==> src/rtl/intc_pkg.sv <==
package intc_pkg;
  localparam int GRP_N = 8;
  localparam int IDX_W = $clog2(GRP_N);
  localparam int VEC_W = 8;

  typedef logic [GRP_N-1:0] grp_vec_t;
  typedef logic [IDX_W-1:0] grp_idx_t;

  typedef enum logic [1:0] {
    CFG_MASK = 2'd0,
    CFG_TRIG = 2'd1,
    CFG_BASE = 2'd2
  } cfg_sel_e;

  // Index of the highest-priority (lowest numbered) set bit.
  function automatic grp_idx_t lowest_idx(grp_vec_t v);
    grp_idx_t r;
    r = '0;
    for (int i = GRP_N - 1; i >= 0; i--) begin
      if (v[i]) r = grp_idx_t'(i);
    end
    return r;
  endfunction

  // Requests that outrank every in-service bit; the nested position may
  // pass its own in-service bit so deeper levels can preempt.
  function automatic grp_vec_t eligible(grp_vec_t req, grp_vec_t isr,
                                        logic nest_en, grp_idx_t nest_idx);
    grp_vec_t res;
    logic blocked;
    res = '0;
    blocked = 1'b0;
    for (int i = 0; i < GRP_N; i++) begin
      if (!blocked) begin
        if (isr[i]) res[i] = req[i] & nest_en & (grp_idx_t'(i) == nest_idx);
        else        res[i] = req[i];
      end
      if (isr[i]) blocked = 1'b1;
    end
    return res;
  endfunction

  function automatic logic [VEC_W-1:0] vec_of(logic [VEC_W-1:0] base, grp_idx_t idx);
    return base + {{(VEC_W-IDX_W){1'b0}}, idx};
  endfunction
endpackage

==> src/rtl/intc_group.sv <==
module intc_group
  import intc_pkg::*;
#(
  parameter bit NEST_EN  = 1'b0,
  parameter int NEST_IDX = 0
) (
  input  logic     clk,
  input  logic     rst_n,
  input  grp_vec_t line,
  input  grp_vec_t mask,
  input  grp_vec_t lvl,
  input  logic     ack_en,
  input  grp_idx_t ack_idx,
  input  logic     eoi_en,
  input  grp_idx_t eoi_idx,
  output logic     req_any,
  output grp_idx_t req_idx,
  output grp_vec_t isr,
  output grp_idx_t isr_top
);
  grp_vec_t prev_q, edge_q, rise, pend, elig, ack_oh, eoi_oh;

  assign rise    = line & ~prev_q & ~lvl;
  assign pend    = (lvl & line) | (~lvl & edge_q);
  assign elig    = eligible(pend & ~mask, isr, NEST_EN, grp_idx_t'(NEST_IDX));
  assign req_any = |elig;
  assign req_idx = lowest_idx(elig);
  assign isr_top = lowest_idx(isr);
  assign ack_oh  = ack_en ? (grp_vec_t'(1) << ack_idx) : '0;
  assign eoi_oh  = eoi_en ? (grp_vec_t'(1) << eoi_idx) : '0;

  always_ff @(posedge clk) begin
    if (!rst_n) begin
      prev_q <= '0;
      edge_q <= '0;
      isr    <= '0;
    end else begin
      prev_q <= line;
      edge_q <= (edge_q & ~ack_oh & ~lvl) | rise;
      isr    <= (isr & ~eoi_oh) | ack_oh;
    end
  end
endmodule

==> src/rtl/intc_cascade.sv <==
module intc_cascade
  import intc_pkg::*;
#(
  parameter int               CASC_PIN     = 2,
  parameter logic [VEC_W-1:0] RST_BASE_PRI = 8'h00,
  parameter logic [VEC_W-1:0] RST_BASE_SEC = 8'h08
) (
  input  logic                 clk,
  input  logic                 rst_n,
  input  logic [2*GRP_N-1:0]   irq_in,
  input  logic                 cfg_wr,
  input  logic [1:0]           cfg_addr,
  input  logic [2*GRP_N-1:0]   cfg_wdata,
  input  logic                 inta,
  input  logic                 eoi,
  output logic                 int_out,
  output logic                 vec_valid,
  output logic [VEC_W-1:0]     vec_out
);
  localparam grp_idx_t CASC = grp_idx_t'(CASC_PIN);
  localparam grp_idx_t SPUR = grp_idx_t'(GRP_N - 1);

  logic [2*GRP_N-1:0] mask_q, lvl_q;
  logic [VEC_W-1:0]   base_pri, base_sec;

  always_ff @(posedge clk) begin
    if (!rst_n) begin
      mask_q   <= '1;
      lvl_q    <= '0;
      base_pri <= RST_BASE_PRI;
      base_sec <= RST_BASE_SEC;
    end else if (cfg_wr) begin
      case (cfg_sel_e'(cfg_addr))
        CFG_MASK: mask_q <= cfg_wdata;
        CFG_TRIG: lvl_q  <= cfg_wdata;
        CFG_BASE: begin
          base_pri <= cfg_wdata[VEC_W-1:0];
          base_sec <= cfg_wdata[2*VEC_W-1:VEC_W];
        end
        default: ;
      endcase
    end
  end

  // Named internal events used by the checker.
  logic     pri_req, sec_req, ack_pri, ack_sec, eoi_pri, eoi_sec, sec_last, isr_any;
  grp_idx_t pri_idx, sec_idx, pri_top, sec_top;
  grp_vec_t pri_line, pri_lvl, pri_isr, sec_isr;
  logic     unused_casc_pin;

  assign unused_casc_pin = irq_in[CASC_PIN];

  always_comb begin
    pri_line           = irq_in[GRP_N-1:0];
    pri_line[CASC_PIN] = sec_req;
    pri_lvl            = lvl_q[GRP_N-1:0];
    pri_lvl[CASC_PIN]  = 1'b1;
  end

  assign ack_pri  = inta & pri_req;
  assign ack_sec  = ack_pri & (pri_idx == CASC);
  assign isr_any  = |pri_isr;
  assign sec_last = (sec_isr & ~(grp_vec_t'(1) << sec_top)) == '0;
  assign eoi_sec  = eoi & isr_any & (pri_top == CASC);
  assign eoi_pri  = eoi & isr_any & ((pri_top != CASC) | sec_last);

  intc_group #(.NEST_EN(1'b1), .NEST_IDX(CASC_PIN)) u_pri (
    .clk, .rst_n,
    .line(pri_line), .mask(mask_q[GRP_N-1:0]), .lvl(pri_lvl),
    .ack_en(ack_pri), .ack_idx(pri_idx),
    .eoi_en(eoi_pri), .eoi_idx(pri_top),
    .req_any(pri_req), .req_idx(pri_idx),
    .isr(pri_isr), .isr_top(pri_top)
  );

  intc_group #(.NEST_EN(1'b0), .NEST_IDX(0)) u_sec (
    .clk, .rst_n,
    .line(irq_in[2*GRP_N-1:GRP_N]), .mask(mask_q[2*GRP_N-1:GRP_N]),
    .lvl(lvl_q[2*GRP_N-1:GRP_N]),
    .ack_en(ack_sec), .ack_idx(sec_idx),
    .eoi_en(eoi_sec), .eoi_idx(sec_top),
    .req_any(sec_req), .req_idx(sec_idx),
    .isr(sec_isr), .isr_top(sec_top)
  );

  assign int_out = pri_req;

  logic [VEC_W-1:0] sel_vec;
  always_comb begin
    if (!pri_req)             sel_vec = vec_of(base_pri, SPUR);
    else if (pri_idx == CASC) sel_vec = vec_of(base_sec, sec_idx);
    else                      sel_vec = vec_of(base_pri, pri_idx);
  end

  always_ff @(posedge clk) begin
    if (!rst_n) begin
      vec_valid <= 1'b0;
      vec_out   <= '0;
    end else begin
      vec_valid <= inta;
      if (inta) vec_out <= sel_vec;
    end
  end
endmodule


==> config.mk <==
export PLATFORM = sky130hd
export DESIGN_NAME = intc_cascade
export DESIGN_NICKNAME = d
export VERILOG_FILES = /design/src/rtl/intc_pkg.sv /design/src/rtl/intc_group.sv /design/src/rtl/intc_cascade.sv
export SDC_FILE = /design/constraint.sdc
export NUM_CORES = 1
export LEC_CHECK = 0
export ABC_AREA = 1
export BUFFER_PORTS_ARGS = -buffer_cell sky130_fd_sc_hd__buf_2
export CAP_MARGIN = 40
export CORE_MARGIN = 1
export CORE_UTILIZATION = 64
export DETAILED_ROUTE_END_ITERATION = 8
export PLACE_DENSITY = 0.85
export SLEW_MARGIN = 15
export SYNTH_ARGS = -nofsm -noshare
export SYNTH_HDL_FRONTEND = slang
export SYNTH_SLANG_ARGS = --single-unit
==> constraint.sdc <==
create_clock -name clk -period 7.77 [get_ports clk]
set_input_delay 1.554 -clock clk [delete_from_list [all_inputs] [get_ports clk]]
set_output_delay 1.554 -clock clk [all_outputs]
set_load 0.1 [all_outputs]
==> results of run 1 <==
==> per-layer routing <==
metal,routed length (um),track usage (%),part of all wire [%]
met1,5360,37.3,43
met2,6120,56.0,49
met5,0,0,0
met3,616,4.39,4.9
met4,420,16.1,3.4
==> per-stage QoR <==
stage               setup WS (ns)  power, mW  utilization, %  hold WS [ns]  cells
finish                       3.01       1.13            73.8         0.464    901
global route                 2.87       1.18            73.8         0.485    901
CTS                          3.02       1.14            73.8         0.461    901
detailed placement           3.02      0.783            71.0         0.445    885
global placement             3.07      0.775            70.5         0.439    883
floorplan                    3.46      0.730               -         0.428    753
==> cell usage after synthesis (all sizes together), types with 6 or more instances <==
library cell / instances
nand2: 200
inv: 106
dfxtp: 102
a21oi: 80
nor2: 68
nand3: 54
o21ai: 53
clkbuf: 17
nand3b: 14
nand4: 8
ha: 7
o211ai: 7
xor2: 7
nor3: 6
==> layout make-up <==
cell class	count	area [um2]
flip-flops and latches	102	2040
well taps	102	128
clock buffers	9	124
fillers	649	2040
multi-input cells	522	2640
repair buffers	51	293
clock inverters	7	90.1
inverters	108	412
==> critical path: stages <==
cell     delay, ns
buf_2         0.11
nand2_1       0.06
inv_1         0.04
nor2_1        0.13
nor2_1        0.08
nor2_1        0.19
nand2_2       0.11
o21ai_4       0.23
nand3_4       0.12
inv_2         0.09
nand2_2       0.15
buf_2         0.36
==> layout by cell type (no fill, tap or decap), types with 8 or more instances in the layout <==
master    instances
clkbuf_8          9
nand3b_1         13
nand3_1          50
a21oi_1          78
buf_2            47
inv_1           101
nand4_1           8
nand2_2           9
dfxtp_1         102
o21ai_0          49
nand2_1         187
nor2_1           57
==> flip-flops by register name, indices dropped and copies added, names as in the netlist, 8 cells and up <==
name	count
base_sec	8
u_sec.prev_q	8
vec_out	8
mask_q	16
u_pri.isr	8
u_sec.isr	8
lvl_q	15
base_pri	8
u_sec.edge_q	8
==> worst paths after layout <==
kind / slack [ns] / endpoint / start
setup / recovery: 3.01 / int_out / irq_in[12]
hold / removal: 0.46 / base_sec[0] / base_sec[0]
setup reg to reg: 5.00 / vec_out[4] / u_sec.isr[0]
hold reg to reg: 0.46 / base_sec[0] / base_sec[0]
==> cells by family (layout without fill, tap and decap cells) <==
kind of cell,Yosys count,after routing
AO/OA/AOI/OAI,155,155
buffers and inverters,129,175
adder cells (fa/ha/maj),7,7
AND/OR/NAND/NOR,352,352
flip-flops,102,102
XOR/XNOR,8,8
==> power by group through the flow <==
stage               clock network, mW  registers, mW  logic, mW
floorplan                           0          0.607      0.124
global placement                    0          0.577      0.197
detailed placement                  0          0.579      0.205
CTS                             0.363          0.567      0.206
global route                    0.382          0.571      0.227
finish                          0.358          0.567      0.207
==> run metrics, run 1 <==
highest clock rate=0.210 GHz; Synth Register Bits=102; Max Cap Violations=0; EDFF count, synth=0; I/O pin cnt=49; Area Overhead vs Synth=10.8%; syn_area_per_cell=6.87 um2; Post-Synth Simple-Gate Area=31.6%; CP max FO=10; Static Leak=2.72 nW; Hold WC Path Type=reg -> reg; first-pass GRT wire length=21.1 mm; clock group share of total power=31.7%; switching share of power=32.1%; total die area=8450 um2; PD cells=198 nW/um2; CTS tree=yes; # DRC=0; Clock Skew=0.0163 ns; Reg clk slew, reported paths=0.09 ns; clock root buffer=clkbuf_8; DRT antenna net count=0; Rows=32; FFs w/ async S/R, synth=0%; Skew-Pair Late Insertion Delay=0.38 ns; fin crit share=61.3%; Final Hold Fails=0; post-synthesis mux area share=0%; vias=4905; port bufs=47; dominant cell type by area after synthesis=dfxtp_1; unrepaired setup endpoints after global routing=false; layout cell share with drive strength beyond 1=13.5%; cell area after layout=5730 um2; Yosys cell types=45; 1st-iter DRT viols=241; Critical Setup Path Class=in -> out; Initial Utilization=66.6%; synth warn=0; Worst-Margin Slew=0.747 ns; Crit. End Element=output pin; cts hold-fix bufs=0; Final TNS setup=0 ns; nets@finish=840; VDD IR-drop max=0.121 mV; synth top area cells=dfxtp_1, nand2_1, a21oi_1; initial antenna violation count=0; Global Route Usage Sum=31.7%; vias in the first global route=4736; postcts setup bufs=0; Cell Area, Placed=5520 um2; data required time of the worst path=6.22 ns; FF-to-FF path depth=21; DRT Wirelength=12.5 mm; Slew HR=50.1%; Tmin final=4.76 ns; clock buffer count from CTS=9; post-synthesis sequential area ratio=39.5%; drt pass-1 iters=7; pin count of the biggest net entering global routing=67; H-tree depth=3; Final Max Slew Viols=0; Flop pwr share=50.1%; syn nets=799; Hold Path Cell Cnt=2; sw power=0.363 mW; status=finished, final reports clean; vias per cell=5.44; Synth top area share=39.5%; n_diodes=0; RePlAce Congestion=0.892; wire per inst=13.9 um; CP Launch Type=input pin; Cell Area, Synth=5170 um2; CTS Buffer Depth=2; main combinational cell family by area after synthesis=simple AND/OR/NAND/NOR gates; Setup-failing EPs final=0; Die Width=91.9 um; ys flop type=dfxtp_1; Core Footprint=7770 um2; crit path DAT=3.21 ns; XOR/XNOR share of the synthesized area=1.35%; Synth Instances=753; cts repair resizes=0; post-synthesis adder-cell area fraction=1.69%; Compound-Gate Fraction of Synth Area=16.4%; power share of the combinational group=18.3%; die height=91.9 um; GRT overflow=0; Internal Power=0.769 mW; hpwl dp=9.13 mm; CTS Sinks=102
Power figures use the tool's default switching activity.
==> run 2, diff against run 1 <==
CORE_UTILIZATION = 59   (was 64)
PLACE_DENSITY = 0.79   (was 0.85)
clock period = 4.65 ns   (was 7.77 ns; I/O delays follow)
==> run 2 against run 1 <==
  * Clock skew down 0.0089 ns
  * Core utilization down 5.2 points
  * Sequential power up 67%
  * Design area down 0.15%
  * Clock-buffer cell count up 1
  * Die area up 8.3%
  * Clock power up 68%
  * Via count down 1.1%
  * Worst hold slack worse by 0.0022 ns
  * Flip-flop and latch count unchanged
  * Combinational power up 66%
  * Global-route usage down 2.8 points
  * Critical endpoint unchanged
  * Largest power group unchanged
==> run metrics, run 2 (synthesized netlist as in run 1, its figures left out) <==
port bufs=47; clock root buffer=clkbuf_8; VDD IR-drop max=0.244 mV; Static Leak=2.72 nW; FF-to-FF path depth=22; highest clock rate=0.285 GHz; most common cell after layout, fill and taps aside=nand2_1; vias per cell=5.37; worst r2r dst=vec_out[6]; layout cell share with drive strength beyond 1=13.5%; H-tree depth=3; CP max FO=10; crit path capture=int_out; Max stage delay cell, worst path=buf_2; DRT antenna net count=0; Clock Skew=0.00734 ns; PD cells=330 nW/um2; clock buffer count from CTS=9; slowest cell delay on critical path=0.36 ns; Setup-failing EPs final=0; 1st-iter DRT viols=196; nets@finish=840; Final Max Slew Viols=0; CTS Sinks=102; CP Launch Type=input pin; Area Overhead vs Synth=10.6%; vias in the first global route=4567; Largest delay share family, worst path=simple AND/OR/NAND/NOR gates; Final TNS setup=0 ns; CTS tree=yes; worst-path cell chain=buf_2, nand2_1, inv_1, nor2_1, nor2_1, nor2_2, nand2_2, o21ai_4, nand3_4, inv_2, nand2_2, buf_2; total die area=9150 um2; Critical Setup Path Class=in -> out; postcts setup bufs=0; initial antenna violation count=0; Initial Utilization=62.0%; first-pass GRT wire length=20.5 mm; I/O pin cnt=49; Tmin final=3.51 ns; Slew HR=47.7%; Pwr Total=1.89 mW; most frequent cells in the layout=nand2_1, dfxtp_1, inv_1, a21oi_1, nor2_1; largest registers=mask_q x16, lvl_q x15; Rows=33; Crit. End Element=output pin; Max Cap Violations=0; vias=4850; fin crit share=75.4%; pin count of the biggest net entering global routing=38; wire per inst=13.9 um; max FFs per register=16; Global Route Usage Sum=28.9%; GRT overflow=0; status=finished, final reports clean; Skew-Pair Late Insertion Delay=0.36 ns; RePlAce Congestion=0.893; Final Hold Fails=0; n_diodes=0; WP depth=12; worst r2r src=u_sec.isr[1]; drt pass-1 iters=5; largest reg by FF count=mask_q; DRT Wirelength=12.5 mm; Core Footprint=8340 um2; data required time of the worst path=3.72 ns; CTS Buffer Depth=2; number of fillers in the final layout=752; cts repair resizes=0; Die Width=95.6 um; crit path DAT=2.58 ns; Reg clk slew, reported paths=0.10 ns; CP Launch Point=irq_in[10]; Hold WC Path Type=reg -> reg; cts hold-fix bufs=0; die height=95.6 um; # DRC=0; unrepaired setup endpoints after global routing=false; hpwl dp=9.40 mm; Buffers & Inverters on Critical Path=4; reg2reg setup slack=1.87 ns; Worst-Margin Slew=0.784 ns
[run 2: changes by cell type in the layout (fill, tap and decap cells not counted), sizes merged]
cell    previous run  this run
inv              109       108
clkbuf             9        10
[run 2: worst register-to-register path, cell delays in order, from the launching register on]
cell	delay, ns
dfxtp_1	0.39
nor2_4	0.21
nand3_2	0.13
nor2_2	0.12
nand4_1	0.10
a21oi_1	0.16
o22ai_1	0.11
nand2_1	0.07
nand2_1	0.06
inv_1	0.11
ha_1	0.19
ha_1	0.16
inv_1	0.05
nand2_1	0.12
nand2_1	0.08
nand2_1	0.09
nand4_1	0.09
nand3_1	0.13
nand2_1	0.06
inv_1	0.05
nand2_1	0.05
nand2_1	0.05
a21oi_1	0.06
[run 2: per-layer routing]
| metal | GRT usage [%] | wire (um) | vias to the layer above |
|---|---|---|---|
| li1 | - | - | 2514 |
| met1 | 33.0 | 5350 | 2206 |
| met2 | 54.3 | 6310 | 108 |
| met3 | 3.75 | 590 | 22 |
| met4 | 11.2 | 297 | 0 |
| met5 | 0 | 0 | - |
[run 2: how the worst min path moves through the flow]
stage	slack [ns]	startpoint	to	depth (start not counted)
3_5_place_dp	0.44	mask_q[0]	mask_q[0]	2
5_1_grt	0.48	base_sec[2]	base_sec[2]	2
6_report	0.46	base_sec[2]	base_sec[2]	2
2_1_floorplan	0.43	base_sec[0]	base_sec[0]	2
4_1_cts	0.46	base_sec[2]	base_sec[2]	2
3_3_place_gp	0.44	mask_q[6]	mask_q[6]	2
[run 2: metrics by stage]
stage               cell area (um2)  hold WS [ns]  cells  utilization [%]  setup slack (ns)
floorplan                      5170         0.428    753                -              1.58
CTS                            5720         0.462    904             68.6              1.14
global placement               5480         0.440    886             65.7              1.16
global route                   5720         0.478    904             68.6              1.04
detailed placement             5510         0.444    888             66.1              1.14
finish                         5720         0.462    904             68.6              1.14
[run 2: report_power, final]
group          total (mW)  leakage, nW  internal, mW  switching (mW)
clock               0.600        0.109         0.273           0.327
combinational       0.343         1.77         0.101           0.241
sequential          0.947        0.838         0.922          0.0253
[run 2: cell type report]
type	count	area, um2	share of cell area [%]
clock buffers	10	138	2.40
clock inverters	6	76.3	1.33
inverters	108	412	7.19
multi-input cells	522	2640	46.2
flip-flops and latches	102	2040	35.7
well taps	105	131	2.30
repair buffers	51	280	4.90
